### config.mk
export PLATFORM = sky130hd
export DESIGN_NAME = sova_decoder
export DESIGN_NICKNAME = d
export VERILOG_FILES = /design/src/rtl/sova_pkg.sv /design/src/rtl/sova_ctrl.sv /design/src/rtl/sova_acs.sv /design/src/rtl/sova_datapath.sv /design/src/rtl/sova_decoder.sv
export SDC_FILE = /design/constraint.sdc
export NUM_CORES = 2
export LEC_CHECK = 0
export BUFFER_PORTS_ARGS = -buffer_cell sky130_fd_sc_hd__buf_2
export CORE_UTILIZATION = 55
export DETAILED_ROUTE_END_ITERATION = 12
export PLACE_DENSITY = 0.83
export SYNTH_ARGS = -nofsm -noshare
export SYNTH_HDL_FRONTEND = slang
export SYNTH_SLANG_ARGS = --single-unit
### constraint.sdc
create_clock -name clk -period 10.6 [get_ports clk]
set_clock_uncertainty 0.05 [all_clocks]
set_input_delay 0.53 -clock clk [delete_from_list [all_inputs] [get_ports clk]]
set_output_delay 0.53 -clock clk [all_outputs]
set_load 0.05 [all_outputs]
### src/rtl/sova_pkg.sv
package sova_pkg;
  localparam int NSTATE = 4;

  typedef struct packed {
    logic advance;
    logic restart;
    logic emit;
  } sovaStrobe_t;
endpackage

### src/rtl/sova_ctrl.sv
module sova_ctrl import sova_pkg::*; #(
  parameter int DEPTH = 16
) (
  input  logic        clk,
  input  logic        rstN,
  input  logic        inValid,
  input  logic        frameStart,
  output sovaStrobe_t strobe
);
  localparam int CNT_W = $clog2(DEPTH + 1);

  logic [CNT_W-1:0] stepCnt;
  logic windowFull;

  assign windowFull = (stepCnt == CNT_W'(DEPTH));

  always_ff @(posedge clk) begin
    if (!rstN) begin
      stepCnt <= '0;
    end else if (inValid) begin
      if (frameStart) stepCnt <= CNT_W'(1);
      else if (!windowFull) stepCnt <= stepCnt + CNT_W'(1);
    end
  end

  always_comb begin
    strobe.advance = inValid;
    strobe.restart = inValid && frameStart;
    strobe.emit    = inValid && !frameStart && windowFull;
  end
endmodule

### src/rtl/sova_acs.sv
module sova_acs #(
  parameter int METRIC_W = 12,
  parameter int DEPTH    = 16,
  parameter int REL_W    = 7
) (
  input  logic signed [METRIC_W+2:0]    candA,
  input  logic signed [METRIC_W+2:0]    candB,
  input  logic                          bitA,
  input  logic                          bitB,
  input  logic [DEPTH-1:0]              pathA,
  input  logic [DEPTH-1:0]              pathB,
  input  logic [DEPTH-1:0][REL_W-1:0]   relA,
  input  logic [DEPTH-1:0][REL_W-1:0]   relB,
  output logic signed [METRIC_W-1:0]    newMetric,
  output logic [DEPTH-1:0]              newPath,
  output logic [DEPTH-1:0][REL_W-1:0]   newRel
);
  localparam int CAND_W = METRIC_W + 3;
  localparam logic [REL_W-1:0] REL_MAX = {REL_W{1'b1}};
  localparam logic signed [CAND_W-1:0] M_HI = CAND_W'((1 << (METRIC_W - 1)) - 1);
  localparam logic signed [CAND_W-1:0] M_LO = CAND_W'(-(1 << (METRIC_W - 1)));
  localparam logic signed [CAND_W-1:0] GAP_CAP = CAND_W'((1 << REL_W) - 1);

  logic pickB;
  logic signed [CAND_W-1:0] survCand, gap;
  logic [REL_W-1:0] delta;
  logic survBit;
  logic [DEPTH-1:0] survPath, compPath;
  logic [DEPTH-1:0][REL_W-1:0] survRel;

  always_comb begin
    pickB    = candB > candA;
    survCand = pickB ? candB : candA;
    gap      = pickB ? (candB - candA) : (candA - candB);
    delta    = (gap > GAP_CAP) ? REL_MAX : gap[REL_W-1:0];
    survBit  = pickB ? bitB : bitA;
    survPath = pickB ? pathB : pathA;
    compPath = pickB ? pathA : pathB;
    survRel  = pickB ? relB : relA;

    if (survCand > M_HI)      newMetric = M_HI[METRIC_W-1:0];
    else if (survCand < M_LO) newMetric = M_LO[METRIC_W-1:0];
    else                      newMetric = survCand[METRIC_W-1:0];

    newPath   = {survPath[DEPTH-2:0], survBit};
    newRel[0] = delta;
    for (int j = 0; j < DEPTH - 1; j++) begin
      if ((survPath[j] != compPath[j]) && (survRel[j] > delta)) newRel[j+1] = delta;
      else newRel[j+1] = survRel[j];
    end
  end
endmodule

### src/rtl/sova_datapath.sv
module sova_datapath import sova_pkg::*; #(
  parameter int SOFT_W   = 6,
  parameter int METRIC_W = 12,
  parameter int DEPTH    = 16,
  parameter int REL_W    = 7
) (
  input  logic                     clk,
  input  logic                     rstN,
  input  sovaStrobe_t              strobe,
  input  logic signed [SOFT_W-1:0] sysSoft,
  input  logic signed [SOFT_W-1:0] parSoft,
  input  logic signed [SOFT_W-1:0] aPri,
  output logic                     outValid,
  output logic                     outBit,
  output logic signed [REL_W:0]    outLlr,
  output logic signed [SOFT_W-1:0] outExt
);
  localparam int CAND_W = METRIC_W + 3;
  localparam int BM_W   = SOFT_W + 3;
  localparam int LLR_W  = REL_W + 1;
  localparam int EXT_W  = LLR_W + 2;
  localparam int SEL_W  = $clog2(NSTATE);
  localparam logic [REL_W-1:0] REL_MAX = {REL_W{1'b1}};
  localparam logic signed [METRIC_W-1:0] INIT_NEG = METRIC_W'(-(1 << (METRIC_W - 3)));
  localparam logic signed [EXT_W-1:0] EXT_HI = EXT_W'((1 << (SOFT_W - 1)) - 1);
  localparam logic signed [EXT_W-1:0] EXT_LO = EXT_W'(-(1 << (SOFT_W - 1)));

  logic signed [METRIC_W-1:0] metricQ   [NSTATE];
  logic signed [METRIC_W-1:0] metricD   [NSTATE];
  logic signed [METRIC_W-1:0] srcMetric [NSTATE];
  logic [NSTATE-1:0][DEPTH-1:0] pathQ, pathD, srcPath;
  logic [NSTATE-1:0][DEPTH-1:0][REL_W-1:0] relQ, relD, srcRel;
  logic signed [SOFT_W-1:0] sysDly  [DEPTH];
  logic signed [SOFT_W-1:0] apriDly [DEPTH];

  logic signed [BM_W-1:0] sysTerm, parTerm;
  logic signed [BM_W-1:0] bm [4];
  logic signed [METRIC_W-1:0] base;
  logic renorm;

  // Branch metrics, start-of-frame substitution and renormalisation offset
  always_comb begin
    sysTerm = BM_W'(sysSoft) + BM_W'(aPri);
    parTerm = BM_W'(parSoft);
    for (int ux = 0; ux < 4; ux++) begin
      bm[ux] = (((ux & 2) != 0) ? sysTerm : -sysTerm) + (((ux & 1) != 0) ? parTerm : -parTerm);
    end
    renorm = !strobe.restart && !metricQ[0][METRIC_W-1] && metricQ[0][METRIC_W-2];
    base   = renorm ? metricQ[0] : '0;
    for (int s = 0; s < NSTATE; s++) begin
      if (strobe.restart) begin
        srcMetric[s] = (s == 0) ? '0 : INIT_NEG;
        srcPath[s]   = '0;
        for (int j = 0; j < DEPTH; j++) srcRel[s][j] = REL_MAX;
      end else begin
        srcMetric[s] = metricQ[s];
        srcPath[s]   = pathQ[s];
        srcRel[s]    = relQ[s];
      end
    end
  end

  // One add-compare-select unit per target state; state index = {d1, d2}
  for (genvar t = 0; t < NSTATE; t++) begin : g_state
    localparam int TA    = (t >> 1) & 1;
    localparam int TD1   = t & 1;
    localparam int PREDA = TD1 * 2;
    localparam int PREDB = TD1 * 2 + 1;
    localparam int UA    = TA ^ TD1;
    localparam int UB    = TA ^ TD1 ^ 1;
    localparam int UXA   = (UA << 1) | TA;
    localparam int UXB   = (UB << 1) | (TA ^ 1);

    logic signed [CAND_W-1:0] candA, candB;
    assign candA = CAND_W'(srcMetric[PREDA]) - CAND_W'(base) + CAND_W'(bm[UXA]);
    assign candB = CAND_W'(srcMetric[PREDB]) - CAND_W'(base) + CAND_W'(bm[UXB]);

    sova_acs #(.METRIC_W(METRIC_W), .DEPTH(DEPTH), .REL_W(REL_W)) u_acs (
      .candA    (candA),
      .candB    (candB),
      .bitA     (1'(UA)),
      .bitB     (1'(UB)),
      .pathA    (srcPath[PREDA]),
      .pathB    (srcPath[PREDB]),
      .relA     (srcRel[PREDA]),
      .relB     (srcRel[PREDB]),
      .newMetric(metricD[t]),
      .newPath  (pathD[t]),
      .newRel   (relD[t])
    );
  end

  // Oldest bit of the best survivor, and its extrinsic value
  logic [SEL_W-1:0] bestIdx;
  logic emitBit;
  logic [REL_W-1:0] emitMag;
  logic signed [LLR_W-1:0] emitLlr;
  logic signed [EXT_W-1:0] extRaw, extScaled;
  logic signed [SOFT_W-1:0] extSat;

  always_comb begin
    bestIdx = '0;
    for (int s = 1; s < NSTATE; s++) begin
      if (metricQ[s] > metricQ[bestIdx]) bestIdx = SEL_W'(s);
    end
    emitBit   = pathQ[bestIdx][DEPTH-1];
    emitMag   = relQ[bestIdx][DEPTH-1];
    emitLlr   = emitBit ? LLR_W'({1'b0, emitMag}) : -LLR_W'({1'b0, emitMag});
    extRaw    = EXT_W'(emitLlr) - EXT_W'(sysDly[DEPTH-1]) - EXT_W'(apriDly[DEPTH-1]);
    extScaled = extRaw - (extRaw >>> 2);
    if (extScaled > EXT_HI)      extSat = EXT_HI[SOFT_W-1:0];
    else if (extScaled < EXT_LO) extSat = EXT_LO[SOFT_W-1:0];
    else                         extSat = extScaled[SOFT_W-1:0];
  end

  always_ff @(posedge clk) begin
    if (!rstN) begin
      for (int s = 0; s < NSTATE; s++) begin
        metricQ[s] <= (s == 0) ? '0 : INIT_NEG;
        pathQ[s]   <= '0;
        for (int j = 0; j < DEPTH; j++) relQ[s][j] <= REL_MAX;
      end
      for (int i = 0; i < DEPTH; i++) begin
        sysDly[i]  <= '0;
        apriDly[i] <= '0;
      end
      outValid <= 1'b0;
      outBit   <= 1'b0;
      outLlr   <= '0;
      outExt   <= '0;
    end else begin
      outValid <= strobe.emit;
      if (strobe.emit) begin
        outBit <= emitBit;
        outLlr <= emitLlr;
        outExt <= extSat;
      end
      if (strobe.advance) begin
        for (int s = 0; s < NSTATE; s++) metricQ[s] <= metricD[s];
        pathQ <= pathD;
        relQ  <= relD;
        for (int i = DEPTH - 1; i > 0; i--) begin
          sysDly[i]  <= sysDly[i-1];
          apriDly[i] <= apriDly[i-1];
        end
        sysDly[0]  <= sysSoft;
        apriDly[0] <= aPri;
      end
    end
  end
endmodule

### src/rtl/sova_decoder.sv
module sova_decoder import sova_pkg::*; #(
  parameter int SOFT_W   = 6,
  parameter int METRIC_W = 12,
  parameter int DEPTH    = 16,
  parameter int REL_W    = 7
) (
  input  logic                     clk,
  input  logic                     rstN,
  input  logic                     inValid,
  input  logic                     frameStart,
  input  logic signed [SOFT_W-1:0] sysSoft,
  input  logic signed [SOFT_W-1:0] parSoft,
  input  logic signed [SOFT_W-1:0] aPri,
  output logic                     outValid,
  output logic                     outBit,
  output logic signed [REL_W:0]    outLlr,
  output logic signed [SOFT_W-1:0] outExt
);
  sovaStrobe_t strobe;

  sova_ctrl #(.DEPTH(DEPTH)) u_ctrl (
    .clk       (clk),
    .rstN      (rstN),
    .inValid   (inValid),
    .frameStart(frameStart),
    .strobe    (strobe)
  );

  sova_datapath #(
    .SOFT_W(SOFT_W), .METRIC_W(METRIC_W), .DEPTH(DEPTH), .REL_W(REL_W)
  ) u_datapath (
    .clk     (clk),
    .rstN    (rstN),
    .strobe  (strobe),
    .sysSoft (sysSoft),
    .parSoft (parSoft),
    .aPri    (aPri),
    .outValid(outValid),
    .outBit  (outBit),
    .outLlr  (outLlr),
    .outExt  (outExt)
  );
endmodule

==> flow_results.xml <==
<?xml version="1.0" encoding="UTF-8"?>
<metrics>
  <group name="clock_tree">
    <metric name="h-tree-depth" unit="">3</metric>
    <metric name="tritoncts_clock_tree" unit="">built</metric>
    <metric name="numCtsBuffers" unit="">89</metric>
    <metric name="cts_hold_buf" unit="">0</metric>
    <metric name="clk_root_buffer_cell" unit="">sky130_fd_sc_hd__clkbuf_16</metric>
    <metric name="clock_latency" unit="ns">0.71</metric>
    <metric name="clkSinkCount" unit="">773</metric>
    <metric name="clk_transition_reported_paths" unit="ns">0.06</metric>
    <metric name="cts.path.max_buffers" unit="">3</metric>
  </group>
  <group name="cells_and_area">
    <metric name="final_nets" unit="">8987</metric>
    <metric name="fillCellCount" unit="">9760</metric>
    <metric name="finalNonFillerCells" unit="">9749</metric>
    <metric name="final_layout_size_suffix_gt1_frac" unit="">0.0926</metric>
    <metric name="area_delta_synth_final" unit="%">11.5</metric>
    <metric name="layout.cells.most_common_list" unit="">sky130_fd_sc_hd__nand2_1 (1234), sky130_fd_sc_hd__ha_1 (760), sky130_fd_sc_hd__a21oi_1 (605)</metric>
    <metric name="multi_input_area" unit="µm²">43400</metric>
    <metric name="ff_latch_area" unit="µm²">17900</metric>
    <metric name="final_common_cell" unit="">sky130_fd_sc_hd__nand2_1</metric>
  </group>
  <group name="critical_path">
    <metric name="path_class" unit="">reg -&gt; reg</metric>
    <metric name="critPathMaxStageDelay" unit="ns">0.88</metric>
    <metric name="worst_ep_arrival_time" unit="ns">10.94</metric>
    <metric name="slowest_stage" unit="">sky130_fd_sc_hd__and2_2</metric>
    <metric name="cp.required" unit="ns">11.12</metric>
    <metric name="timing.critical_path.from_type" unit="">flop</metric>
    <metric name="endpoint_type_of_the_worst_setup_path" unit="">flop</metric>
    <metric name="critical_path_peak_fanout" unit="">14</metric>
    <metric name="worst_path_most_repeated_cell" unit="">sky130_fd_sc_hd__a21oi_1</metric>
  </group>
  <group name="synthesis">
    <metric name="netlist-cell-type-count" unit="">82</metric>
    <metric name="synthAdderAreaFrac" unit="">0.162</metric>
    <metric name="synth-compound-area-share" unit="">0.198</metric>
    <metric name="xor_xnor_fraction_of_synth_area" unit="">0.0339</metric>
    <metric name="synth_flop_cell" unit="">sky130_fd_sc_hd__dfxtp_1</metric>
    <metric name="synth_largest_type_area_fraction" unit="">0.167</metric>
    <metric name="synth_top_cell_by_area" unit="">sky130_fd_sc_hd__dfxtp_1</metric>
    <metric name="syn_area_per_cell" unit="µm²">7.76</metric>
    <metric name="synth-async-reset-ratio" unit="">0</metric>
    <metric name="yosys-top-cells-area" unit="">sky130_fd_sc_hd__dfxtp_1 (17%), sky130_fd_sc_hd__ha_1 (15%), sky130_fd_sc_hd__edfxtp_1 (11%), sky130_fd_sc_hd__nand2_1 (7.3%), sky130_fd_sc_hd__a21oi_1 (5.0%)</metric>
    <metric name="synth_cells" unit="">8236</metric>
    <metric name="synth_top_family_by_area" unit="">simple AND/OR/NAND/NOR gates</metric>
    <metric name="synth-seq-area-share" unit="">0.280</metric>
    <metric name="yosys_warnings" unit="">0</metric>
    <metric name="synth_simple_gate_area_frac" unit="">0.225</metric>
    <metric name="synth_seq_cells" unit="">773</metric>
    <metric name="post_synth_mux_area_share" unit="">0.0411</metric>
    <metric name="count_of_flip_flops_with_a_built_in_enable_after_synthesis" unit="">240</metric>
    <metric name="netlist_area" unit="µm²">63900</metric>
  </group>
  <group name="routing">
    <metric name="remaining_drc_errors" unit="">0</metric>
    <metric name="drt.antenna.violating_nets" unit="">0</metric>
    <metric name="routedWlPerCell" unit="µm">23.6</metric>
    <metric name="detailedRoute.firstIterationViolations" unit="">7964</metric>
    <metric name="finalWirelength" unit="mm">230</metric>
    <metric name="num_vias" unit="">63997</metric>
    <metric name="drtPass1Iterations" unit="">7</metric>
    <metric name="route.detailed.vias_per_inst" unit="">6.56</metric>
  </group>
  <group name="grt">
    <metric name="globalRoute.totalOverflow" unit="">0</metric>
    <metric name="grt_start_max_net_pins" unit="">236</metric>
    <metric name="vias_in_the_first_global_route" unit="">59856</metric>
    <metric name="gr_usage_total" unit="">0.372</metric>
    <metric name="antenna_found_initial" unit="">8</metric>
    <metric name="grt_first_pass_wirelength" unit="mm">342</metric>
  </group>
  <group name="min_path">
    <metric name="timing.hold.worst.class" unit="">in -&gt; reg</metric>
  </group>
  <group name="sta">
    <metric name="final.hold.worst_slack" unit="ns">0.147</metric>
    <metric name="achievable-frequency" unit="MHz">95.9</metric>
    <metric name="fin_crit_sh" unit="">0.983</metric>
    <metric name="finalMaxSlewViolations" unit="">13</metric>
    <metric name="worst_slew_pin_slew" unit="ns">1.58</metric>
    <metric name="max-slew-margin-rel" unit="">-0.0575</metric>
    <metric name="setup_viol" unit="">0</metric>
    <metric name="final_hold_viol_count" unit="">0</metric>
    <metric name="timing.final.crit_period" unit="ns">10.42</metric>
  </group>
  <group name="floorplan">
    <metric name="die_width" unit="µm">343</metric>
    <metric name="starting_utilization_of_the_core_area" unit="">0.556</metric>
    <metric name="std_cell_rows" unit="">124</metric>
    <metric name="core_region_area" unit="µm²">115000</metric>
    <metric name="count_of_boundary_i_o_pins" unit="">38</metric>
    <metric name="dieHeight" unit="µm">343</metric>
    <metric name="design.die.area" unit="µm²">118000</metric>
  </group>
  <group name="place">
    <metric name="hpwlAfterDp" unit="mm">155</metric>
    <metric name="io_buffers" unit="">37</metric>
    <metric name="placedCellCount" unit="">9515</metric>
    <metric name="gp_congestion" unit="">1.00</metric>
  </group>
  <group name="status">
    <metric name="status" unit="">complete, but fails checks</metric>
    <metric name="violations" unit="">max-capacitance violations, max-slew violations</metric>
  </group>
  <group name="run">
    <metric name="timing.max_cap.violations" unit="">1</metric>
  </group>
</metrics>
[flip-flops by register name, summed over array words and instances (netlist names)]
register / count
u_datapath.outLlr: 8
u_datapath.metricQ: 48
u_datapath.outValid: 1
u_datapath.outBit: 1
u_datapath.relQ: 448
u_datapath.apriDly: 96
u_datapath.sysDly: 96
u_datapath.pathQ: 64
u_datapath.outExt: 6
u_ctrl.stepCnt: 5
[cells in the mapped netlist (71+ instances only)]
cell and number:
sky130_fd_sc_hd__nand2_1 1238, sky130_fd_sc_hd__ha_1 772, sky130_fd_sc_hd__a21oi_1 639, sky130_fd_sc_hd__nor2_1 589, sky130_fd_sc_hd__o21ai_0 565, sky130_fd_sc_hd__nand3_1 554, sky130_fd_sc_hd__dfxtp_1 533, sky130_fd_sc_hd__clkbuf_1 446
sky130_fd_sc_hd__inv_1 444, sky130_fd_sc_hd__edfxtp_1 240, sky130_fd_sc_hd__and3_1 232, sky130_fd_sc_hd__mux2i_1 232, sky130_fd_sc_hd__xnor2_1 147, sky130_fd_sc_hd__nor2b_1 138, sky130_fd_sc_hd__a21o_1 115, sky130_fd_sc_hd__o221ai_1 113
sky130_fd_sc_hd__nor3_1 111, sky130_fd_sc_hd__xor2_1 100, sky130_fd_sc_hd__o311ai_0 92, sky130_fd_sc_hd__nand4_1 81, sky130_fd_sc_hd__nand2b_1 78, sky130_fd_sc_hd__o21bai_1 71
[per-stage QoR]
step	setup slack, ns	setup TNS (ns)	util	area (µm²)
global placement	-0.493	-54.14	0.580	66600
global route	-0.140	-6.45	0.620	71200
detailed placement	-0.584	-96.78	0.580	66600
CTS	-0.00621	-0.00621	0.610	70000
finish	0.177	0	0.620	71200
floorplan	-0.0175	-0.0175	-	64000
[final timing paths]
kind	endpoint	from	depth (start not counted)	slack [ns]
worst max-delay path	u_datapath.relQ[409]	u_datapath.metricQ[0][11]	44	0.18
worst min-delay path	u_datapath.sysDly[0][4]	sysSoft[4]	2	0.15
worst max register to register	u_datapath.relQ[409]	u_datapath.metricQ[0][11]	44	0.18
worst min register to register	u_datapath.pathQ[15]	u_datapath.pathQ[15]	2	0.42
[area by class of cell]
type / instances / share of cell area
antenna: 6 / 0.000211
clock buffer: 114 / 0.0349
clock inverter: 49 / 0.00854
inverter: 445 / 0.0236
multi-input combinational: 6479 / 0.609
sequential: 773 / 0.251
tap: 1512 / 0.0266
timing repair buffer: 371 / 0.0460
[cells by family after synthesis]
group           after synthesis
compound gates             2014
fa+ha+maj                   806
other cells                   1
buf+inv                     988
flops                       773
simple gates               3148
mux                         259
xor+xnor                    247
[per-layer routing]
metal / wire length (µm) / vias to the layer above / GRT usage
met4: 19700 / 4 / 0.264
met2: 99400 / 3846 / 0.578
met3: 25700 / 1110 / 0.0877
met5: 27 / - / 0
li1: - / 29108 / -
met1: 85200 / 29929 / 0.452
[critical path: cells and delay by family (launching register included)]
kind	cells	cell delay, ns
multiplexers	1	0.25
adder cells (fa/ha/maj)	5	1.40
AO/OA/AOI/OAI	18	3.32
AND/OR/NAND/NOR	13	3.54
XOR/XNOR	2	0.43
flip-flops	1	0.41
buffers and inverters	5	0.87
[repair_timing]
| item | CTS | global route |
|---|---|---|
| resized for setup | 25 | 174 |
| endpoints found under the setup margin | 102 | 424 |
| pin swaps | 4 | 67 |
| setup buffers | 15 | 45 |
| gates cloned | 2 | 4 |
| hold endpoints to repair | 0 | 0 |
Power is left out: the tool's default activity adds up to more than one toggle a clock period on the data nets, which glitch-free logic cannot reach.
